## src/rtl/banked_mem_pkg.sv

```systemverilog
// Package: shared widths for the banked memory.
// Assumes: a power-of-two bank count.
package banked_mem_pkg;
    parameter int unsigned DATA_W  = 4;
    parameter int unsigned WORDS   = 4;
    parameter int unsigned BANKS   = 4;
    localparam int unsigned ADDR_W = $clog2(WORDS);
    localparam int unsigned SEL_W  = $clog2(BANKS);
    typedef logic [DATA_W-1:0] word_t;
endpackage

```

## src/rtl/bank_decoder.sv

```systemverilog
// Module: bank_decoder
// Turns a select index into active-low chip selects, one per bank.
// Each output is a NAND of the enable with true or complemented select bits.
// Assumes: sel_i bit SEL_W-1 is the most significant select bit.
module bank_decoder #(
    parameter int unsigned BANKS = 4,
    localparam int unsigned SEL_W = $clog2(BANKS)
) (
    input  logic             en_i,
    input  logic [SEL_W-1:0] sel_i,
    output logic [BANKS-1:0] cs_no
);
    for (genvar b = 0; b < BANKS; b++) begin : g_term
        logic [SEL_W-1:0] lit;
        for (genvar k = 0; k < SEL_W; k++) begin : g_lit
            // Pick the true or complemented literal for bit k of index b.
            assign lit[k] = ((b >> k) & 1) ? sel_i[k] : ~sel_i[k];
        end
        // NAND of the enable with every literal of this term.
        assign cs_no[b] = ~(en_i & (&lit));
    end
endmodule

```

## src/rtl/mem_bank.sv

```systemverilog
// Module: mem_bank
// A small register-file bank with an active-low chip select.
// It drives zero unless it is both selected and read, so it can feed an OR tree.
// Assumes: synchronous active-low reset clears every word.
module mem_bank #(
    parameter int unsigned DATA_W = 4,
    parameter int unsigned WORDS  = 4,
    localparam int unsigned ADDR_W = $clog2(WORDS)
) (
    input  logic              clk_i,
    input  logic              rst_ni,
    input  logic              cs_ni,
    input  logic              rd_i,
    input  logic              wr_i,
    input  logic [ADDR_W-1:0] addr_i,
    input  logic [DATA_W-1:0] din_i,
    output logic [DATA_W-1:0] dout_o
);
    logic [DATA_W-1:0] store_q [WORDS];

    for (genvar w = 0; w < WORDS; w++) begin : g_word
        // Clear this word on reset; load it on a selected write to its address.
        always_ff @(posedge clk_i) begin
            if (!rst_ni)
                store_q[w] <= '0;
            else if (!cs_ni && wr_i && (addr_i == ADDR_W'(w)))
                store_q[w] <= din_i;
        end
    end

    // Drive the addressed word only while selected and read, else zero.
    always_comb begin
        dout_o = (!cs_ni && rd_i) ? store_q[addr_i] : '0;
    end
endmodule

```

## src/rtl/or_merge.sv

```systemverilog
// Module: or_merge
// Bitwise OR reduction of BANKS words, built as a pairwise tree.
// Assumes: BANKS is a power of two; unused inputs are zero.
module or_merge #(
    parameter int unsigned BANKS  = 4,
    parameter int unsigned DATA_W = 4,
    localparam int unsigned LVLS  = $clog2(BANKS)
) (
    input  logic [BANKS-1:0][DATA_W-1:0] in_i,
    output logic [DATA_W-1:0]            out_o
);
    logic [LVLS:0][BANKS-1:0][DATA_W-1:0] node;
    assign node[0] = in_i;
    for (genvar l = 0; l < LVLS; l++) begin : g_lvl
        for (genvar n = 0; n < BANKS; n++) begin : g_node
            if (n < (BANKS >> (l + 1))) begin : g_or
                // Combine neighbouring pair 2n, 2n+1 of the level below.
                assign node[l+1][n] = node[l][2*n] | node[l][2*n+1];
            end else begin : g_pad
                assign node[l+1][n] = '0;
            end
        end
    end
    assign out_o = node[LVLS][0];
endmodule

```

## src/rtl/banked_mem.sv

```systemverilog
// Module: banked_mem (top)
// Four-bank memory: a staged write register, an enabled active-low decoder,
// shared strobes and address, an OR-tree read merge and a capture register.
// Assumes: single clock, synchronous active-low reset.
module banked_mem
    import banked_mem_pkg::*;
(
    input  logic              clk_i,
    input  logic              rst_ni,
    input  logic              stage_ld_i,
    input  logic              cap_ld_i,
    input  logic              bank_sel_hi_i,
    input  logic              bank_sel_lo_i,
    input  logic              dec_en_i,
    input  logic [ADDR_W-1:0] word_addr_i,
    input  logic              rd_i,
    input  logic              wr_i,
    input  logic [DATA_W-1:0] wr_data_i,
    output logic [DATA_W-1:0] rd_data_o
);
    word_t                          stage_q;
    word_t                          merged;
    logic [BANKS-1:0]               cs_n;
    logic [BANKS-1:0][DATA_W-1:0]   bank_out;

    // Stage write data when the store enable is high.
    always_ff @(posedge clk_i) begin
        if (!rst_ni)         stage_q <= '0;
        else if (stage_ld_i) stage_q <= wr_data_i;
    end

    bank_decoder #(.BANKS(BANKS)) u_dec (
        .en_i  (dec_en_i),
        .sel_i ({bank_sel_hi_i, bank_sel_lo_i}),
        .cs_no (cs_n)
    );

    for (genvar b = 0; b < BANKS; b++) begin : g_bank
        mem_bank #(.DATA_W(DATA_W), .WORDS(WORDS)) u_bank (
            .clk_i  (clk_i),
            .rst_ni (rst_ni),
            .cs_ni  (cs_n[b]),
            .rd_i   (rd_i),
            .wr_i   (wr_i),
            .addr_i (word_addr_i),
            .din_i  (stage_q),
            .dout_o (bank_out[b])
        );
    end

    or_merge #(.BANKS(BANKS), .DATA_W(DATA_W)) u_merge (
        .in_i  (bank_out),
        .out_o (merged)
    );

    // Capture the merged read value when the output store enable is high.
    always_ff @(posedge clk_i) begin
        if (!rst_ni)       rd_data_o <= '0;
        else if (cap_ld_i) rd_data_o <= merged;
    end
endmodule

```

## config.mk

```make
export PLATFORM = sky130hd
export DESIGN_NAME = banked_mem
export DESIGN_NICKNAME = d
export VERILOG_FILES = /design/src/rtl/banked_mem_pkg.sv /design/src/rtl/bank_decoder.sv /design/src/rtl/mem_bank.sv /design/src/rtl/or_merge.sv /design/src/rtl/banked_mem.sv
export SDC_FILE = /design/constraint.sdc
export NUM_CORES = 1
export LEC_CHECK = 0
export BUFFER_PORTS_ARGS = -buffer_cell sky130_fd_sc_hd__buf_2
export CORE_MARGIN = 3
export CORE_UTILIZATION = 45
export DETAILED_ROUTE_END_ITERATION = 6
export GPL_ROUTABILITY_DRIVEN = 0
export PLACE_DENSITY = 0.72
export SETUP_SLACK_MARGIN = 0.02
export SLEW_MARGIN = 20
export SYNTH_ARGS = -nofsm -noshare
export SYNTH_HDL_FRONTEND = slang
export SYNTH_SLANG_ARGS = --single-unit
```

## constraint.sdc

```tcl
create_clock -name clk_i -period 2.12 [get_ports clk_i]
set_input_delay 0.212 -clock clk_i [delete_from_list [all_inputs] [get_ports clk_i]]
set_output_delay 0.212 -clock clk_i [all_outputs]
set_load 0.03 [all_outputs]
```

* Word-level counts from Yosys, hierarchy flattened
Memory sizes are Yosys's and may differ from the RTL's.
Cells that the tools add are included.
** Word-level totals
- Bits in registers :: 8
- RAM bits :: 64
- Bits of input ports :: 15
- Output and inout port bits :: 4
- Logic and storage cells :: 132
- Memories :: 4
** Operators by class
- Eq/ne operators :: 3
- Muxes and demuxes :: 69
- Bitwise gates (word level) :: 25
- Reduce and logical (&&, ||, !) cells :: 29
** Memory list
- g_bank[0].u_bank.store_q :: depth 4, width 4, read ports 1, clocked after Yosys merged registers in 0, write ports 4, RTL line mem_bank.sv:19 : logic [DATA_W-1:0] store_q [WORDS];
- g_bank[1].u_bank.store_q :: depth 4, width 4, read ports 1, clocked after Yosys merged registers in 0, write ports 4, RTL line mem_bank.sv:19
- g_bank[2].u_bank.store_q :: depth 4, width 4, read ports 1, clocked after Yosys merged registers in 0, write ports 4, RTL line mem_bank.sv:19
- g_bank[3].u_bank.store_q :: depth 4, width 4, read ports 1, clocked after Yosys merged registers in 0, write ports 4, RTL line mem_bank.sv:19
** Operators by type and width (number)
- 4-bit 2-to-1 mux :: 20
- 1-bit 2-to-1 mux :: 49
- 1-bit logical AND :: 24
- 1-bit bitwise OR :: 16
- 4-bit bitwise OR :: 3
- 2-bit AND reduction :: 4
- 1-bit AND :: 4
- 2-bit equality test (second input constant) :: 2
- 2-bit by 1-bit equality test with 1-bit output (second input constant) :: 1
- 2-bit logical NOT :: 1
- 1-bit NOT :: 2

* Depth between registers and ports, before layout
- Depth in word-level cells :: 9
- Depth in mapped cells :: 6
- Mapped depth without buffers :: 4

* Hierarchy
Synthesis repeated with hierarchy kept, for this count alone.
** Second synthesis, totals
- Cells, all modules :: 286
- Area total of the unflattened synthesis :: 3539.6 µm²
** By module, submodules not included
- mem_bank :: times used 4, cells an instance 63, area each 792.0 µm², seq. area each 480.5 µm²
- banked_mem :: times used 1, cells an instance 26, area each 312.8 µm², seq. area each 160.2 µm²
- or_merge :: times used 1, cells an instance 4, area each 30.0 µm², seq. area each 0.0 µm²
- bank_decoder :: times used 1, cells an instance 4, area each 28.8 µm², seq. area each 0.0 µm²

* Worst setup path before layout
OpenSTA, ideal clock, no wires.
- Path kind :: in2reg
- Start :: input word_addr_i[0]
- End :: memory g_bank[1].u_bank.store_q[0][0], enable pin
- Setup time :: 361 ps
- Data arrival time :: 1257 ps
- Data required time :: 1759 ps
- Setup slack :: 501 ps
- Stages :: 4
- Buffers on the path :: 2
- Path through :: buf_2 buf_2 or2_2 o21ai_0
** RTL lines
- from (decl) :: RTL line banked_mem.sv:15 : input logic [ADDR_W-1:0] word_addr_i,
- to (decl) :: RTL line mem_bank.sv:19

* Worst setup path after layout
- Start :: memory g_bank[0].u_bank.store_q[1][3]
- End :: register rd_data_o[3]
** On the way
- Cells in the longest elaborated chain, start to end :: 4
** RTL lines
- from (decl) :: RTL line mem_bank.sv:19
- memory 4 x 4 bit
- 4-bit 2-to-1 mux :: RTL line mem_bank.sv:33 : dout_o = (!cs_ni && rd_i) ? store_q[addr_i] : '0;
- 4-bit bitwise OR (2 in series) :: RTL line or_merge.sv:18 : assign node[l+1][n] = node[l][2*n] | node[l][2*n+1];
- to (signal assigned) :: RTL line banked_mem.sv:59 : else if (cap_ld_i) rd_data_o <= merged;
- to (decl) :: RTL line banked_mem.sv:19 : output logic [DATA_W-1:0] rd_data_o
Every way passes these cells.
A chain may end at the register's enable or synchronous reset.

==> flow_summary.ini <==
[critical_path]
worstPathArrival_ns = 1.79
end_kind = register
cp-startpoint = g_bank[0].u_bank.store_q[1][3]
r2r_end = rd_data_o[3]
reg2reg_depth = 4
crit_fanout = 1
critPathKind = register to register
rrSetupSlack_ns = 0.56
cp-start-kind = register
critPathRequiredTime_ns = 2.35
rr_startpoint = g_bank[0].u_bank.store_q[1][3]

[detailed_routing]
vias = 2075
post_drt_wl_per_cell_microns = 18.18
remaining_drc_errors = 0
dr.pass1.iters = 5
first_iter_violations = 216
ant_nets = 0
viasPerCell = 5.475
drt-total-wl_microns = 6890

[min_path]
hp-class = input port to register
hold_start = wr_data_i[0]
whs_endpoint = stage_q[0]
hold_path_depth = 3

[die]
num_rows = 30
start_util_pct = 47.96
ios = 19
die-height_microns = 92.73
die_area_sq_um = 8598
die_w_microns = 92.73
core_sq_um = 7057

[global_routing]
grt_pass1_vias = 2063
gr-total-overflow = 0
grtUsageTotal_pct = 17.59
grt_pass1_wl_microns = 11210
grt_max_degree = 20
antenna_found_initial = 0

[final_layout]
final_util_pct = 53.60
fin_nets = 293
antenna_cells = 0
layout.area.seq_sq_um = 2082
drive_above_1_share_pct = 18.37
multiInputGateArea_sq_um = 1232
fill_cells = 627
syn2layout_area_growth_pct = 11.76

[power]
seqPwrFrac_pct = 57.2
p_sw_uw = 642.8
combPwrFrac_pct = 7.1
total_leakage_power_uw = 0.001415
p_int_uw = 2209
worst_ir_drop_vdd_mv = 0.4281
switching_share_pct = 22.54
clockPowerShare_pct = 35.7
power_density_nw_per_um2 = 754.0
total_power_uw = 2852

[synthesis]
syn_inst = 255
ys_top_cells_by_count = and2_1, edfxtp_1, mux2i_1
synth_ff_type = edfxtp_1
syn_area_per_cell_sq_um = 13.27
yosys_warnings = 0
yosysMostFrequentCell = and2_1
synth_seq_cells = 72
synth_largest_area_cell = edfxtp_1
synth_area_leaders = edfxtp_1, and2_1, mux2i_1
synth_top_area_share_pct = 56.78
synth-edff-count = 64
netlist_area_sq_um = 3384
ys_async_sr_fraction_pct = 0
ys_seq_area_share_pct = 61.52
yosysUniqueCellTypes = 25
synth_nets = 270

[run]
maxCapViolations = 0

[clock_network]
clk_path_buf_depth = 2
cts-resized-gates = 0
hold_buffers = 0
cts_sinks = 72
numCtsBuffers = 9
path_clk_slew_ns = 0.07
clkLatencyLatePin_ns = 0.34
cts_tree = yes
post_cts_buffers = 0
htreeDepth = 3
cts_root_buf = clkbuf_8

[sta]
slew_violations = 0
finalCritPeriodShare_pct = 73.63
fin_crit_ns = 1.561
setup_ws_ns = 0.5590
rsz0062_at_grt = no
worst_pin_slew_ns = 0.6517
max_freq_mhz = 640.6
hold_slack_ns = 0.1339
relSlewSlack_pct = 56.49
tns_ns = 0
setup_violations = 0
hold_viol = 0
finalClockSkew_ns = 0.008082

[place]
io_buffers = 18
hpwlAfterDp_microns = 4917
dp_slack_ns = 0.2826

[outcome]
status = finished, final reports clean
==> worst max-delay path, stage by stage, from the launching register on <==
cell and delay [ns]:
edfxtp_1 0.41, mux4_1 0.50, mux2_2 0.28, a22oi_1 0.18, o21ai_1 0.08
==> through the flow <==
step	instances	area, sq um
after floorplan	255	3385
after global placement	363	3596
after detailed placement	363	3596
after CTS	379	3782
after global routing	379	3782
final	379	3782
==> flip-flops by register name, indices dropped and copies added (netlist names) <==
name                   cells
g_bank.u_bank.store_q     64
rd_data_o                  4
stage_q                    4
==> layer usage <==
layer / GRT usage [%] / vias to the layer above / routed length (microns)
li1: - / 979 / -
met1: 24.56 / 1009 / 3134
met2: 27.31 / 75 / 3246
met3: 4.793 / 12 / 414
met4: 4.762 / 0 / 93
met5: 0 / - / 0
==> kinds of logic after synthesis <==
kind of cell,share of synthesized area [%]
buffers and inverters,2.070
DFF,61.52
AOI/OAI and AO/OA,5.286
muxes,13.12
and+or+nand+nor,18.00
==> power groups by stage <==
stage | Clock, uW | Sequential (uW) | Combinational (uW)
after floorplan | 0 | 1640 | 138
after global placement | 0 | 1660 | 199
after detailed placement | 0 | 1660 | 203
after CTS | 1030 | 1630 | 204
after global routing | 1100 | 1640 | 222
final | 1020 | 1630 | 204
==> how the worst max path moves through the flow <==
stage                                     end  depth (start not counted)  slack (ns)
2_1_floorplan  g_bank[1].u_bank.store_q[0][0]                          4        0.50
3_3_place_gp   g_bank[0].u_bank.store_q[1][0]                          3        0.36
6_report                         rd_data_o[3]                          4        0.56
4_1_cts                          rd_data_o[3]                          4        0.56
5_1_grt        g_bank[0].u_bank.store_q[3][1]                          3        0.47
3_5_place_dp   g_bank[0].u_bank.store_q[3][1]                          3        0.28
==> layout by cell type, fill, tap and decap left out, types with 3 or more instances in the layout <==
master	n
o21ai_0	19
nor2b_1	7
and2_1	65
buf_4	9
clkbuf_8	9
nand4_1	3
nand2_1	3
mux2i_1	20
mux4_2	8
a32oi_1	3
dfxtp_1	8
nor2_1	19
edfxtp_1	64
buf_2	18
a22oi_1	7
==> layout make-up <==
class | instances | share of cell area [%]
clock inverter | 7 | 1.654
multi-input combinational | 167 | 32.58
sequential | 72 | 55.04
inverter | 1 | 0.09924
timing repair buffer | 27 | 4.168
clock buffer | 9 | 3.275
tap | 96 | 3.176
Power figures use the tool's default switching activity.
